[src/rtl/sdram_ap_tracker.sv]
`timescale 1ns/1ps
module sdram_ap_tracker #(
    parameter int NUM_BANKS = 4,
    parameter int LEN_W     = 9,
    localparam int BA_W     = $clog2(NUM_BANKS)
) (
    input  logic            clk,
    input  logic            rst_n,
    input  logic            start,
    input  logic [BA_W-1:0] start_bank,
    input  logic            cancel,
    input  logic [LEN_W-1:0] burst_len,
    output logic            busy,
    output logic            done,
    output logic [BA_W-1:0] bank
);

    typedef struct packed {
        logic [LEN_W-1:0] cnt;
        logic [BA_W-1:0]  bank;
    } trk_t;

    trk_t st_d, st_q;

    always_comb begin
        st_d = st_q;
        done = 1'b0;
        if (start) begin
            st_d.cnt  = burst_len - LEN_W'(1);
            st_d.bank = start_bank;
            done      = (burst_len == LEN_W'(1));
        end else if (cancel) begin
            st_d.cnt = '0;
        end else if (st_q.cnt != '0) begin
            st_d.cnt = st_q.cnt - LEN_W'(1);
            done     = (st_q.cnt == LEN_W'(1));
        end
    end

    always_ff @(posedge clk) begin
        if (!rst_n) begin
            st_q <= '0;
        end else begin
            st_q <= st_d;
        end
    end

    assign busy = (st_q.cnt != '0);
    assign bank = start ? start_bank : st_q.bank;

endmodule

[config.mk]
export PLATFORM = sky130hd
export DESIGN_NAME = sdram_ap_tracker
export DESIGN_NICKNAME = d
export VERILOG_FILES = /design/src/rtl/sdram_ap_tracker.sv
export SDC_FILE = /design/constraint.sdc
export NUM_CORES = 1
export LEC_CHECK = 0
export BUFFER_PORTS_ARGS = -buffer_cell sky130_fd_sc_hd__buf_2
export CAP_MARGIN = 0
export CORE_AREA = 2 2 41 43
export CTS_BUF_LIST = sky130_fd_sc_hd__clkbuf_4
export DETAILED_ROUTE_END_ITERATION = 12
export DIE_AREA = 0 0 43 45
export GPL_TIMING_DRIVEN = 0
export HOLD_SLACK_MARGIN = 0.02
export PLACE_DENSITY = 0.9
export SKIP_LAST_GASP = 1
export SYNTH_ARGS = -nofsm -noshare
export SYNTH_HDL_FRONTEND = slang
export SYNTH_SLANG_ARGS = --single-unit
export TNS_END_PERCENT = 100
[constraint.sdc]
create_clock -name clk -period 2.7 [get_ports clk]
set_input_delay 0.135 -clock clk [delete_from_list [all_inputs] [get_ports clk]]
set_output_delay 0.135 -clock clk [all_outputs]
set_load 0.005 [all_outputs]
---- After elaboration in Yosys (flattened, before gate mapping) ----
Index checks and enable logic that the tools add are counted.
word-level totals
  word-level logic and storage cells ...... 15
  register bits ........................... 11
  input bits .............................. 15
operators by class
  eq/ne operators ......................... 2
  $add $sub $neg .......................... 2
  reduce and logical (&&, ||, !) cells .... 2
  muxes and demuxes ....................... 7
operators with widths
  kind                   count
  $mux W9                3
  $eq A9 B1 Y1 const B   2
  $sub A9 B1 Y9 const B  2
  $reduce_bool A9 Y1     1
  $mux W1                3
  $reduce_bool A3 Y1     1
  $mux W2                1

---- Depth between registers and ports, before layout ----
  depth after elaboration ................. 4
  gate-level depth with buffers ........... 6

---- Worst setup path after synthesis ----
No wires, ideal clock.
  path type ............................... register to register
  from .................................... reg st_q[2] (netlist bit)
  to ...................................... reg st_q[7] (netlist bit)
  library setup time ...................... 122 ps
  clock period less this slack ............ 1528 ps
  data arrival time ....................... 1407 ps
  stages on the path, launching flop included .. 4
  buffers on the path ..................... 0
  setup slack ............................. 1172 ps
  path through ............................ dfxtp_1 or4_1 o211a_1 o311a_1
between the ends
  cells in the longest elaborated chain, start to end .. 4
  elaborated cells between the ends (all ways) .. 6
RTL lines
  element                 line  text
  from (decl)             23    trk_t st_d, st_q;
  from (signal assigned)  44    st_q <= st_d;
  $sub A9 B1 Y9           35    st_d.cnt = st_q.cnt - LEN_W'(1);
  $mux W9                 34    end else if (st_q.cnt != '0) begin
  $mux W9                 32    end else if (cancel) begin
  $mux W9                 28    if (start) begin
Parallel ways exist; a longest one is shown, timed or not. The select of a mux whose other input is x is not followed.
A chain may end at the register's enable or synchronous reset.

---- Worst setup path after layout ----
  from .................................... reg st_q[4] (netlist bit)
  to ...................................... out busy
between the ends
  cells in the longest elaborated chain, start to end .. 1
RTL lines
  element             line  text
  $reduce_bool A9 Y1  48    assign busy = (st_q.cnt != '0);
  to (decl)           13    output logic busy,
No other way between the ends.

==> report_table.html <==
<table>
<tr><th>Metric</th><th>Value</th></tr>
<tr><th colspan="2">Timing</th></tr>
<tr><td>Setup-failing EPs final</td><td>0</td></tr>
<tr><td>Slew @ Worst Pin</td><td>0.508 ns</td></tr>
<tr><td>Maximum operating frequency</td><td>572 MHz</td></tr>
<tr><td>Total count of max-transition violations in the final report</td><td>0</td></tr>
<tr><td>Number of hold-slack violations in the final timing report</td><td>0</td></tr>
<tr><td>Max_slew headroom</td><td>66.0%</td></tr>
<tr><td>Period utilisation layout</td><td>64.8%</td></tr>
<tr><td>Shortest clock period the worst path allows after layout</td><td>~1.7 ns</td></tr>
<tr><td>Sum of negative setup slack</td><td>0 ns</td></tr>
<tr><td>Unrepaired setup endpoints after global routing</td><td>false</td></tr>
<tr><td>Worst Clk Skew</td><td>0.00296 ns</td></tr>
<tr><th colspan="2">Routing</th></tr>
<tr><td>Initial DRC count</td><td>16</td></tr>
<tr><td>Total via count after detailed routing</td><td>between 800 and 900</td></tr>
<tr><td>Amount of wire on met3 after detailed routing</td><td>108 µm</td></tr>
<tr><td>Vias per cell</td><td>6.14</td></tr>
<tr><td>Average detailed-routed wire length per instance</td><td>about 14 µm</td></tr>
<tr><td># DRC</td><td>0</td></tr>
<tr><td>Top layer reached by signal wires</td><td>met4</td></tr>
<tr><td>Detailed Route WL</td><td>1.99 mm</td></tr>
<tr><td>Routed length on met2</td><td>around 1.0 mm</td></tr>
<tr><td>Routed length on met1</td><td>a little over 800 µm</td></tr>
<tr><td>DR pass1 iterations</td><td>4</td></tr>
<tr><td>Antenna viol nets, final</td><td>0</td></tr>
<tr><th colspan="2">Setup path</th></tr>
<tr><td>Logic depth of the worst path, buffers included</td><td>3</td></tr>
<tr><td>Data arrival time of the critical path</td><td>around 1.6 ns</td></tr>
<tr><td>Top delay family on crit path</td><td>simple AND/OR/NAND/NOR gates</td></tr>
<tr><td>Required arrival time at the worst endpoint</td><td>~2.6 ns</td></tr>
<tr><td>Element type at the critical path start</td><td>flop</td></tr>
<tr><td>CP Max Fanout</td><td>8</td></tr>
<tr><td>Delay of the slowest critical-path stage</td><td>0.49 ns</td></tr>
<tr><td>List of cells traversed by the critical path</td><td>nor4_4, nand3_1, buf_2</td></tr>
<tr><td>Buffering stage count on the worst path with inverters included</td><td>1</td></tr>
<tr><td>Length in cells of the worst reg-to-reg path</td><td>3</td></tr>
<tr><td>Category of the most critical setup path</td><td>reg -&gt; out</td></tr>
<tr><td>Critical-path top delay cell</td><td>nor4_4</td></tr>
<tr><td>Sort of element at the end of the critical path</td><td>output pin</td></tr>
<tr><th colspan="2">Clock network</th></tr>
<tr><td>Number of clock sinks seen by CTS</td><td>11</td></tr>
<tr><td>Largest buffer count on any clock path</td><td>2</td></tr>
<tr><td>Clock latency on the worst-skew pair</td><td>0.27 ns</td></tr>
<tr><td>Maximum level of the CTS H-tree</td><td>1</td></tr>
<tr><td>CTS Buf Count</td><td>3</td></tr>
<tr><td>TritonCTS clock tree</td><td>yes</td></tr>
<tr><td># Post-CTS Setup Buffers</td><td>0</td></tr>
<tr><td>Clock tree root buffer cell</td><td>clkbuf_4</td></tr>
<tr><td>Count of instances resized after the clock tree is built</td><td>0</td></tr>
<tr><td>Total of hold buffers inserted after clock tree synthesis</td><td>0</td></tr>
<tr><td>CTS clk-pin slew, worst paths</td><td>0.07 ns</td></tr>
<tr><th colspan="2">Logic synthesis</th></tr>
<tr><td>Number of warnings printed during yosys synthesis</td><td>0</td></tr>
<tr><td>Synthesized area per cell</td><td>8.03 µm²</td></tr>
<tr><td>Synth unique cells</td><td>40</td></tr>
<tr><td>Syn Std Cell Area</td><td>827 µm²</td></tr>
<tr><td>Post-synthesis cell count</td><td>103</td></tr>
<tr><td>Syn_nets</td><td>123</td></tr>
<tr><td>Seq/Total Area, Yosys</td><td>26.6%</td></tr>
<tr><td>Flip-flop and latch count after synthesis</td><td>11</td></tr>
<tr><th colspan="2">Layout</th></tr>
<tr><td>Antenna diodes</td><td>0</td></tr>
<tr><td>Most common cell after layout, fill and taps aside</td><td>buf_2</td></tr>
<tr><td>Number of fillers in the final layout</td><td>around 140</td></tr>
<tr><td>Area of the multi-input gates</td><td>546 µm²</td></tr>
<tr><td>Sequential Area</td><td>220 µm²</td></tr>
<tr><td>Largest registers</td><td>st_q (11)</td></tr>
<tr><td>Biggest register</td><td>st_q</td></tr>
<tr><td>Synth-to-Final Area Change</td><td>16.3%</td></tr>
<tr><td>Fraction of final layout cells with drive strength greater than 1</td><td>roughly a quarter</td></tr>
<tr><td>Count of nets after finishing</td><td>145</td></tr>
<tr><td>Cell Count, Final, Fillers Out</td><td>140</td></tr>
<tr><td>Flip-flop count of the largest register, all copies and words added</td><td>11</td></tr>
<tr><td>Most frequent cells in the layout</td><td>buf_2 (18), nor2_1 (11), dfxtp_1 (11)</td></tr>
<tr><th colspan="2">Global route</th></tr>
<tr><td>Antenna violations before repair</td><td>0</td></tr>
<tr><td>Remaining Overflow, GRT</td><td>0</td></tr>
<tr><td>Number of global-route vias before repair</td><td>829</td></tr>
<tr><td>Global-route total usage across every layer</td><td>23.4%</td></tr>
<tr><td>Maximum number of pins on one net before global-route repair</td><td>11</td></tr>
<tr><td>First-pass GRT wire length</td><td>between 3 and 4 mm</td></tr>
<tr><th colspan="2">Placed design</th></tr>
<tr><td>Placed Instances</td><td>136</td></tr>
<tr><td>RD Place Congestion</td><td>0.855</td></tr>
<tr><td>HPWL after DPL</td><td>1.55 mm</td></tr>
<tr><td>Port Buffer Count</td><td>17</td></tr>
<tr><th colspan="2">Run status</th></tr>
<tr><td>Result of the run</td><td>completed</td></tr>
<tr><th colspan="2">Floorplan</th></tr>
<tr><td>Die boundary width</td><td>between 40 and 50 µm</td></tr>
<tr><td>Die Y</td><td>45 µm</td></tr>
<tr><td>Initial standard-cell utilization of the core</td><td>56.2%</td></tr>
<tr><td>Number of top-level pins</td><td>19</td></tr>
<tr><td>Cell row count</td><td>14</td></tr>
<tr><td>Core Footprint</td><td>0.00147 mm²</td></tr>
<tr><td>Die Outline Area</td><td>0.00194 mm²</td></tr>
<tr><th colspan="2">Job</th></tr>
<tr><td>Max capacitance violation total</td><td>0</td></tr>
<tr><th colspan="2">Hold path</th></tr>
<tr><td>Worst min path class</td><td>in -&gt; reg</td></tr>
<tr><td>Count of cells along the worst hold path</td><td>3</td></tr>
<tr><th colspan="2">Power</th></tr>
<tr><td>Cell Pwr Density</td><td>461 mW/mm²</td></tr>
<tr><td>IR drop worst, VDD</td><td>approximately 270 µV</td></tr>
<tr><td>Leakage dissipation</td><td>0.431 nW</td></tr>
</table>
-- final timing paths --
| kind | from | end | slack (ns) |
|---|---|---|---|
| worst max register to register | st_q[2]$_SDFFE_PN0P_ | st_q[7]$_SDFFE_PN0P_ | 1.06 |
| worst min-delay path | burst_len[8] | st_q[10]$_SDFFE_PN0P_ | 0.18 |
| worst max-delay path | st_q[4]$_SDFFE_PN0P_ | busy | 0.95 |
| worst min register to register | st_q[3]$_SDFFE_PN0P_ | st_q[3]$_SDFFE_PN0P_ | 0.56 |
-- stage by stage --
stage	power, mW	utilization, %	setup WS (ns)	instance area [µm²]	hold slack [ns]
after global routing	0.467	65.4	0.835	962	0.200
after detailed placement	0.321	63.4	1.03	932	0.473
final	0.443	65.4	0.951	962	0.184
after floorplan	0.279	-	1.17	827	0.304
after CTS	0.443	65.4	0.975	962	0.184
after global placement	0.315	63.4	1.08	932	0.464
-- layer usage --
metal  track usage [%]  up-vias
met1              27.8      388
met4              15.2        0
met5                 0        -
met2              40.0       41
met3              3.20        6
li1                  -      424
-- final cells by class --
type,count,share of cell area (%)
plain buffers,5,3.25
clock buffers,4,3.12
inverters,8,3.12
multi-input cells,79,56.7
flip-flops and latches,11,22.9
well taps,16,2.08
repair buffers,17,8.84
-- cell usage after synthesis --
master     n  area share [%]
dfxtp_1   11              27
a211oi_1   1            0.91
mux2i_1    1             1.2
nor2_1    11             5.0
o211a_1    1             1.2
nand4_1    4             3.0
mux2_2     2             2.7
or4_1      1            0.91
ha_1       5             7.6
nand3_1    7             4.2
xor2_1     3             3.2
or4_4      1             1.4
a22oi_1    1            0.91
o21ai_0    4             2.4
o21ai_1    1            0.60
a21oi_1    5             3.0
o311a_1    1             1.2
buf_1      1            0.45
inv_1      8             3.6
nand2b_1   1            0.76
o211ai_1   1            0.91
or2_1      1            0.76
nand2_1    3             1.4
nor3b_1    3             2.7
o31ai_1    2             1.8
a32oi_1    1             1.1
nor3_1     1            0.60
buf_4      3             2.7
or3_1      2             1.5
a311oi_1   1             1.1
and3_1     1            0.76
nor4_1     2             1.5
nor4_4     1             2.6
a21boi_0   1            0.91
nor4b_1    1             1.1
o41a_2     1             1.5
nand4b_1   1             1.1
and2_1     3             2.3
a31oi_1    3             2.3
buf_2      1            0.60
-- power breakdown --
| part | internal [mW] | total [mW] | switching, mW |
|---|---|---|---|
| Combinational | 0.0575 | 0.128 | 0.0703 |
| Sequential | 0.175 | 0.191 | 0.0160 |
| Clock | 0.0673 | 0.124 | 0.0568 |
| Total | 0.300 | 0.443 | 0.143 |
-- cells by family (layout without fill, tap and decap cells) --
kind of cell             Yosys count  count (layout)  share of synthesized area [%]
buffers and inverters             13              34                           7.41
adder cells (fa/ha/maj)            5               5                           7.56
AO/OA/AOI/OAI                     24              24                           19.8
multiplexers                       3               3                           3.93
AND/OR/NAND/NOR                   44              44                           31.5
flip-flops                        11              11                           26.6
XOR/XNOR                           3               3                           3.18
-- worst register-to-register path: cells and delay by family (launching register included) --
kind / cells / cell delay, ns
AO/OA/AOI/OAI: 2 / 0.59
flip-flops: 1 / 0.36
AND/OR/NAND/NOR: 1 / 0.58
Note: power is estimated with default switching activity, not from simulation.
